[src/rtl/sfp_pkg.sv]
package sfp_pkg;
  typedef enum logic [1:0] {
    OP_ADD = 2'd0,
    OP_SUB = 2'd1,
    OP_MUL = 2'd2,
    OP_SHR = 2'd3
  } sfp_op_e;

  localparam int CTRL_W       = 3;
  localparam int CTRL_ALIGN_A = 0;
  localparam int CTRL_ALIGN_B = 1;
  localparam int CTRL_NORM    = 2;
endpackage

[src/rtl/sfp_addsub.sv]
module sfp_addsub #(
  parameter int W = 16
) (
  input  logic [W-1:0] a_i,
  input  logic [W-1:0] b_i,
  input  logic         sub_i,
  input  logic         align_a_i,
  input  logic         align_b_i,
  input  logic         norm_i,
  output logic [W-1:0] res_o
);
  localparam int XW = W + 1;

  logic signed [XW-1:0] xa, xb, sum;

  always_comb begin
    xa = $signed({a_i[W-1], a_i});
    xb = $signed({b_i[W-1], b_i});
    if (align_a_i) xa = xa >>> 1;
    if (align_b_i) xb = xb >>> 1;
    sum = sub_i ? (xa - xb) : (xa + xb);
    // guard bit absorbs growth; normalizer folds it back
    res_o = norm_i ? sum[XW-1:1] : sum[W-1:0];
  end
endmodule

[src/rtl/sfp_fmul.sv]
module sfp_fmul #(
  parameter int W = 16
) (
  input  logic [W-1:0] a_i,
  input  logic [W-1:0] b_i,
  output logic [W-1:0] res_o
);
  localparam int PW = 2 * W;
  localparam logic signed [PW-1:0] RND = PW'(1) << (W - 2);
  localparam logic [W-1:0] MAX_POS = {1'b0, {(W-1){1'b1}}};

  logic signed [PW-1:0] prod, prod_r;
  logic signed [W:0]    kept;
  logic                 ovf;

  always_comb begin
    prod   = $signed(a_i) * $signed(b_i);
    prod_r = prod + RND;
    // 1-bit left normalize + truncate == shift right by W-1
    kept   = (W+1)'(prod_r >>> (W - 1));
    ovf    = !kept[W] && kept[W-1];
    res_o  = ovf ? MAX_POS : kept[W-1:0];
  end
endmodule

[src/rtl/sfp_barrel.sv]
module sfp_barrel #(
  parameter int W = 16
) (
  input  logic [W-1:0]         a_i,
  input  logic [$clog2(W)-1:0] shamt_i,
  output logic [W-1:0]         res_o
);
  localparam int SHW = $clog2(W);

  logic [W-1:0] stg [SHW+1];

  assign stg[0] = a_i;

  for (genvar i = 0; i < SHW; i++) begin : g_stage
    localparam int STEP = 1 << i;
    assign stg[i+1] = shamt_i[i] ? W'($signed(stg[i]) >>> STEP) : stg[i];
  end

  assign res_o = stg[SHW];
endmodule

[src/rtl/sfp_datapath.sv]
module sfp_datapath
  import sfp_pkg::*;
#(
  parameter int W = 16
) (
  input  logic                 clk_i,
  input  logic                 rst_ni,
  input  logic                 valid_i,
  input  logic [1:0]           op_i,
  input  logic [CTRL_W-1:0]    ctrl_i,
  input  logic [$clog2(W)-1:0] shamt_i,
  input  logic [W-1:0]         a_i,
  input  logic [W-1:0]         b_i,
  output logic                 valid_o,
  output logic [W-1:0]         result_o
);
  localparam logic [W-1:0] MIN_NEG = {1'b1, {(W-1){1'b0}}};
  localparam logic [W-1:0] MAX_POS = {1'b0, {(W-1){1'b1}}};

  sfp_op_e      op;
  logic [W-1:0] add_res, mul_res, shr_res, res_d, res_q;
  logic         valid_q;

  assign op = sfp_op_e'(op_i);

  sfp_addsub #(.W(W)) u_addsub (
    .a_i       (a_i),
    .b_i       (b_i),
    .sub_i     (op == OP_SUB),
    .align_a_i (ctrl_i[CTRL_ALIGN_A]),
    .align_b_i (ctrl_i[CTRL_ALIGN_B]),
    .norm_i    (ctrl_i[CTRL_NORM]),
    .res_o     (add_res)
  );

  sfp_fmul #(.W(W)) u_fmul (
    .a_i   (a_i),
    .b_i   (b_i),
    .res_o (mul_res)
  );

  sfp_barrel #(.W(W)) u_barrel (
    .a_i     (a_i),
    .shamt_i (shamt_i),
    .res_o   (shr_res)
  );

  always_comb begin
    unique case (op)
      OP_ADD, OP_SUB: res_d = add_res;
      OP_MUL:         res_d = mul_res;
      default:        res_d = shr_res;
    endcase
  end

  always_ff @(posedge clk_i or negedge rst_ni) begin
    if (!rst_ni) begin
      valid_q <= 1'b0;
      res_q   <= '0;
    end else begin
      valid_q <= valid_i;
      if (valid_i) res_q <= res_d;
    end
  end

  assign valid_o  = valid_q;
  assign result_o = res_q;

  AST_VALID_FOLLOWS: assert property (@(posedge clk_i) disable iff (!rst_ni)
    valid_i |=> valid_o);
  AST_IDLE_NO_VALID: assert property (@(posedge clk_i) disable iff (!rst_ni)
    !valid_i |=> !valid_o);
  AST_HOLD_RESULT: assert property (@(posedge clk_i) disable iff (!rst_ni)
    !valid_i |=> $stable(result_o));
  AST_MUL_SATURATE: assert property (@(posedge clk_i) disable iff (!rst_ni)
    (valid_i && op == OP_MUL && a_i == MIN_NEG && b_i == MIN_NEG) |=> result_o == MAX_POS);
  AST_NORM_DOUBLE: assert property (@(posedge clk_i) disable iff (!rst_ni)
    (valid_i && op == OP_ADD && ctrl_i == 3'b100 && a_i == b_i) |=> result_o == $past(a_i));
  AST_SHR_ZERO: assert property (@(posedge clk_i) disable iff (!rst_ni)
    (valid_i && op == OP_SHR && shamt_i == '0) |=> result_o == $past(a_i));
  AST_SHR_SIGN: assert property (@(posedge clk_i) disable iff (!rst_ni)
    (valid_i && op == OP_SHR) |=> result_o[W-1] == $past(a_i[W-1]));
endmodule

[config.mk]
export PLATFORM = sky130hd
export DESIGN_NAME = sfp_datapath
export DESIGN_NICKNAME = d
export VERILOG_FILES = /design/src/rtl/sfp_pkg.sv /design/src/rtl/sfp_addsub.sv /design/src/rtl/sfp_fmul.sv /design/src/rtl/sfp_barrel.sv /design/src/rtl/sfp_datapath.sv
export SDC_FILE = /design/constraint.sdc
export NUM_CORES = 1
export LEC_CHECK = 0
export ABC_CLOCK_PERIOD_IN_PS = 1500
export BUFFER_PORTS_ARGS = -buffer_cell sky130_fd_sc_hd__buf_2
export CAP_MARGIN = 10
export CORE_MARGIN = 3
export CORE_UTILIZATION = 40
export DETAILED_ROUTE_END_ITERATION = 10
export PLACE_DENSITY = 0.57
export SLEW_MARGIN = 0
export SYNTH_ARGS = -nofsm -noshare
export SYNTH_HDL_FRONTEND = slang
export SYNTH_SLANG_ARGS = --single-unit
export TNS_END_PERCENT = 5
[constraint.sdc]
create_clock -name clk_i -period 1.5 [get_ports clk_i]
set_clock_uncertainty 0.1 [all_clocks]
set_input_delay 0.225 -clock clk_i [delete_from_list [all_inputs] [get_ports clk_i]]
set_output_delay 0.225 -clock clk_i [all_outputs]
set_load 0.02 [all_outputs]
==> flow_summary.ini, run 1 <==
[status]
run_status = complete, but fails checks
violations = negative setup slack

[clock_network]
cts_tree = yes
cts-root-buf = clkbuf_16
cts_max_path_buffers = 2
clk_latency_ns = 0.25
cts_buffers = 3
clock-sinks = 17
path_clk_slew_ns = 0.06
h-tree-depth = 1

[critical_path]
slowest_delay_ns = 0.55
cp_slowest_cell = fa_2
r2r-end = result_o[13]
start_kind = primary input
path_cells = buf_4 > and2_1 > fa_2 > buf_4 > fa_1 > fa_2 > fa_1 > fa_1 > inv_1 > fa_1 > inv_1 > ha_1 > a21o_1 > a21oi_1 > o21ai_0 > and2_1 > or3_4 > buf_6 > a2111oi_4 > nor4bb_1 > a211oi_1
r2r_cells = 6
reg2reg_from = result_o[13]
worstPathRequired_ns = 1.56
crit_type = in -> reg
crit_start = b_i[3]
worstPathMaxFanout = 14
r2r_slack_ns = -0.36
worstPathArrival_ns = 6.04
end_kind = flop
cpMostUsedCell = fa_1
cp-endpoint = result_o[15]

[floorplanning]
initial_utilization_pct = 41.2
io-pin-count = 61
die_area_mm2 = 0.0351
fp-row-count = 65
die_width_um = 187
coreArea_mm2 = 0.0320
fp.dieH_um = 187

[timing]
timing.final.crit_share_pct = 399
tns_ns = -70.93
worst_pin_slew_ns = 0.643
period_needed_ns = 5.98
finalHoldViolCount = 0
setup_violations = 16
fmaxAchievable_mhz = 167
layout_setup_ws_ns = -4.48
relSlewSlack_pct = 56.8
rsz0062_at_grt = yes
drv_slew = 0

[worst_hold_path]
hold_class = in -> reg
worstHoldStart = valid_i

[route]
wl_per_cell_um = 18.6
drt-vias-per-instance = 5.16
drtIter0Drc = 814
wirelength_um = 41800
drc = 0
first_pass_iters = 5
vias = 11572
drtAntennaViolNets = 0

[finish]
filler_cell_count = 3107
area.sequential_um2 = 425
multiInputGateArea_mm2 = 0.0115
final_util_pct = 51.6
num_antenna_cells = 0
area_growth_pct = 25.3
final_cell_mix = 293 x inv_1, 291 x buf_4, 258 x fa_1
drive_gt1_share_pct = 25.1
fin_nets = 2210
layout_commonest_cell = inv_1

[synthesis]
avgSynthCellArea_um2 = 8.55
ys_seq_area_share_pct = 3.23
synth_edf_count = 0
ys_warn_count = 0
synth_seq_cells = 17
ys_types = 66
ys.flop_type = dfrtp_1
syn_inst = 1540
syn_nets = 1941
synth.cell_area_mm2 = 0.0132
async_flop_share_pct = 100

[grt]
antenna_found_initial = 1
first_global_vias = 12213
overflow = 0
grt_usage_pct = 24.1
grt_pass1_wl_um = 67100
grt_start_max_net_pins = 33

[place]
port_buffers = 60
dpl.hpwl_um = 36200
pre_cts_ws_ns = -4.99
routabilityCongestion = 0.945

[job]
drv_cap = 0
logic make-up (layout without fill, tap and decap cells):
kind of cell	count (synthesis)	in the layout	synth area share [%]
AOI/OAI and AO/OA	203	203	10.0
xor gates and xnor gates	41	41	2.73
adders and majority gates	357	357	48.9
buffers and inverters	393	660	11.3
DFF	17	17	3.23
muxes	49	49	5.23
and+or+nand+nor	480	481	18.6
synth_stat cells, types with 6 or more instances:
master	number	area share, %
buf_1	7	0.20
o22ai_1	6	0.29
mux4_2	14	2.4
o21ai_0	50	1.9
o21bai_1	8	0.46
nand2b_1	9	0.43
a21oi_1	48	1.8
clkbuf_1	85	2.4
a21o_1	17	0.97
nand2_1	180	5.1
inv_1	298	8.5
or3_1	10	0.48
and2_1	120	5.7
a31oi_1	9	0.43
o211ai_1	8	0.46
nor2b_1	13	0.62
nand3_1	21	0.80
ha_1	94	8.9
dfrtp_1	17	3.2
fa_1	263	40
and3_1	8	0.38
nor2_1	56	1.6
a211oi_1	10	0.57
nor3_1	21	0.80
nor4_1	8	0.38
xnor2_1	24	1.6
xor2_1	17	1.1
mux2_2	18	1.5
o31ai_1	6	0.34
mux2i_1	17	1.3
metrics by stage:
step	hold WS, ns	cell area (um2)	instances
3_5_place_dp	0.0829	16100	2231
4_1_cts	0.284	16400	2243
3_3_place_gp	0.0811	16100	2231
2_1_floorplan	-0.171	13500	1540
6_report	0.288	16500	2243
5_1_grt	0.298	16500	2243
final cells by class:
type                            count  area share (%)
Clock buffer                        3           0.455
Sequential cell                    17            2.58
Multi-Input combinational cell   1131            69.9
Timing Repair Buffer              358            16.9
Inverter                          298            6.78
Clock inverter                      1          0.0455
Tap cell                          435            3.30
metal layers:
metal  share of wire [%]  vias up  wire length, um  track usage [%]
met2                  49      308            20300             40.6
li1                    -     5386                -                -
met4                 3.0        2             1270             6.26
met5               0.019        -                8                0
met1                  44     5813            18400             33.8
met3                 4.3       63             1800             1.86
worst min path at each step:
stage	to	slack (ns)	depth (start not counted)
global placement	valid_o	0.08	1
global route	valid_o	0.30	2
detailed placement	valid_o	0.08	1
finish	valid_o	0.29	2
floorplan	result_o[0]	-0.17	0
CTS	valid_o	0.28	2
critical path: cells and delay by family:
| family | cells | cell delay (ns) |
|---|---|---|
| AO/OA/AOI/OAI | 5 | 1.00 |
| adder cells (fa/ha/maj) | 7 | 3.27 |
| buffers and inverters | 5 | 0.59 |
| AND/OR/NAND/NOR | 4 | 0.92 |
registers in the layout, summed over array words and instances (netlist names):
register,cells
result_o,16
valid_o,1
timing repair:
action,in CTS,in global routing
endpoints found under the hold margin,17,0
pin swaps,17,1
gates resized for setup,61,15
hold buffers,1,0
setup endpoints to repair,16,16
gates cloned,1,0
setup buffers,6,0
Power of run 1 is left out: the tool's default activity adds up to more than one toggle a clock period on the data nets, which glitch-free logic cannot reach.
==> run 2: changes to the inputs <==
CORE_UTILIZATION = 59   (was 40)
PLACE_DENSITY = 0.79   (was 0.57)
==> run 2 against run 1 <==
The flow still finishes with violations (negative setup slack); sequential share of layout area barely moved; non-clock buffer count fell by 2; setup slack got worse by 0.055 ns; critical endpoint is now result_o[5].
==> flow_summary.ini, run 2 (same netlist as run 1, synthesis figures left out) <==
[status]
run_status = complete, but fails checks
violations = negative setup slack

[place]
dpl.hpwl_um = 34400
place_area_mm2 = 0.0159
port_buffers = 60
routabilityCongestion = 0.996
placedCellCount = 2076

[clock_network]
h-tree-depth = 1
cts_max_path_buffers = 2
path_clk_slew_ns = 0.05
cts-root-buf = clkbuf_16
clk_latency_ns = 0.25
cts_tree = yes
cts_buffers = 3
clock-sinks = 17

[critical_path]
cpMostUsedCell = fa_1
start_kind = primary input
cpLargestDelayFamily = adder cells
r2r_cells = 6
reg2reg_from = result_o[13]
worstPathMaxFanout = 12
cp_slowest_cell = fa_2
crit_start = b_i[7]
end_kind = flop
cp-endpoint = result_o[5]
r2r_slack_ns = -0.34
path_cells = buf_2 > buf_4 > nand2_1 > fa_1 > inv_2 > fa_1 > inv_1 > fa_1 > inv_1 > fa_1 > fa_1 > fa_2 > ha_4 > a21o_1 > a21o_1 > a21oi_2 > nand2_1 > or3_4 > and4_4 > buf_12 > nor3_1 > o21ai_0
crit_type = in -> reg
r2r-end = result_o[13]
crit_cells = 22
slowest_delay_ns = 0.61
worstPathArrival_ns = 6.06
worstPathRequired_ns = 1.52
critPathBufInv = 6

[grt]
grt_pass1_wl_um = 65800
gr-max-usage-layer = met2
overflow = 0
grt_util_met2_pct = 57.1
use_met3_pct = 6.15
grt_usage_pct = 34.1
first_global_vias = 13021
grt_start_max_net_pins = 33
antenna_found_initial = 7
met1_usage_pct = 43.7

[timing]
drv_slew = 0
worst_pin_slew_ns = 0.523
period_needed_ns = 6.04
finalHoldViolCount = 0
hold_slack_ns = 0.306
relSlewSlack_pct = 65.1
timing.final.crit_share_pct = 402
layout_setup_ws_ns = -4.54
setup_violations = 16
rsz0062_at_grt = yes
fmaxAchievable_mhz = 166

[job]
drv_cap = 0

[finish]
largest_register_ffs = 16
area_growth_pct = 23.5
instances_no_fill = 2087
fin_nets = 2207
filler_cell_count = 1551
drive_gt1_share_pct = 25.3
layout_commonest_cell = inv_1
final_cell_mix = 294 x inv_1, 293 x buf_4, 253 x fa_1
final_area_mm2 = 0.0163

[floorplanning]
initial_utilization_pct = 60.1
fp.dieH_um = 155
fp-row-count = 54
coreArea_mm2 = 0.0219
io-pin-count = 61
die_area_mm2 = 0.0241
die_width_um = 155

[route]
vias = 12109
drc = 0
drtAntennaViolNets = 0
first_pass_iters = 5
wirelength_um = 40200
drtIter0Drc = 884
drt-vias-per-instance = 5.80
wl_per_cell_um = 19.3

[worst_hold_path]
worstHoldStart = valid_i
worstHoldPathCells = 2
hold_class = in -> reg
## run 2: changes by cell type in the layout (fill, tap and decap cells not counted), sizes merged
cell      previous run  this run
clkbuf               6         3
buf                354       355
clkinv               0         1
clkinvlp             1         0
and4                 6         5
diode                0         2
## run 2: how the worst min path moves through the flow
stage                        end
floorplan            result_o[0]
global placement         valid_o
detailed placement  result_o[12]
CTS                      valid_o
global route             valid_o
finish                   valid_o
## run 2: routing by layer
layer	share of wire [%]	vias to the layer above	wire, um
met3	8.0	181	3220
met5	0.13	-	51
met2	49	547	19500
met4	5.4	8	2150
li1	-	5401	-
met1	38	5972	15300
## run 2: layout make-up
cell class                 instances  area (um2)  share of cell area [%]
timing repair buffer             356        2690                    16.6
multi-input combinational       1130       11600                    71.3
inverter                         298        1120                    6.88
tap                              280         350                    2.15
clock buffer                       3        75.1                   0.462
antenna                            2        5.00                  0.0308
sequential                        17         425                    2.62
clock inverter                     1        5.00                  0.0308
## run 2: stage by stage
| step | setup WS (ns) | TNS [ns] | util [%] |
|---|---|---|---|
| after detailed placement | -5.03 | -77.39 | 72.5 |
| final | -4.54 | -71.09 | 74.3 |
| after global placement | -4.92 | -75.39 | 72.5 |
| after floorplan | -4.58 | -72.05 | - |
| after global routing | -4.72 | -74.55 | 74.3 |
| after CTS | -4.49 | -70.57 | 74.0 |
## run 2: timing repair
item / 4_1_cts / 5_1_grt
hold buffers: 1 / 0
setup buffers: 3 / 0
resized for setup: 62 / 13
hold endpoints to repair: 17 / 0
pin swaps: 15 / 5
endpoints found under the setup margin: 16 / 16
cloned: 1 / 0
Power of run 2 is left out for the same reason.
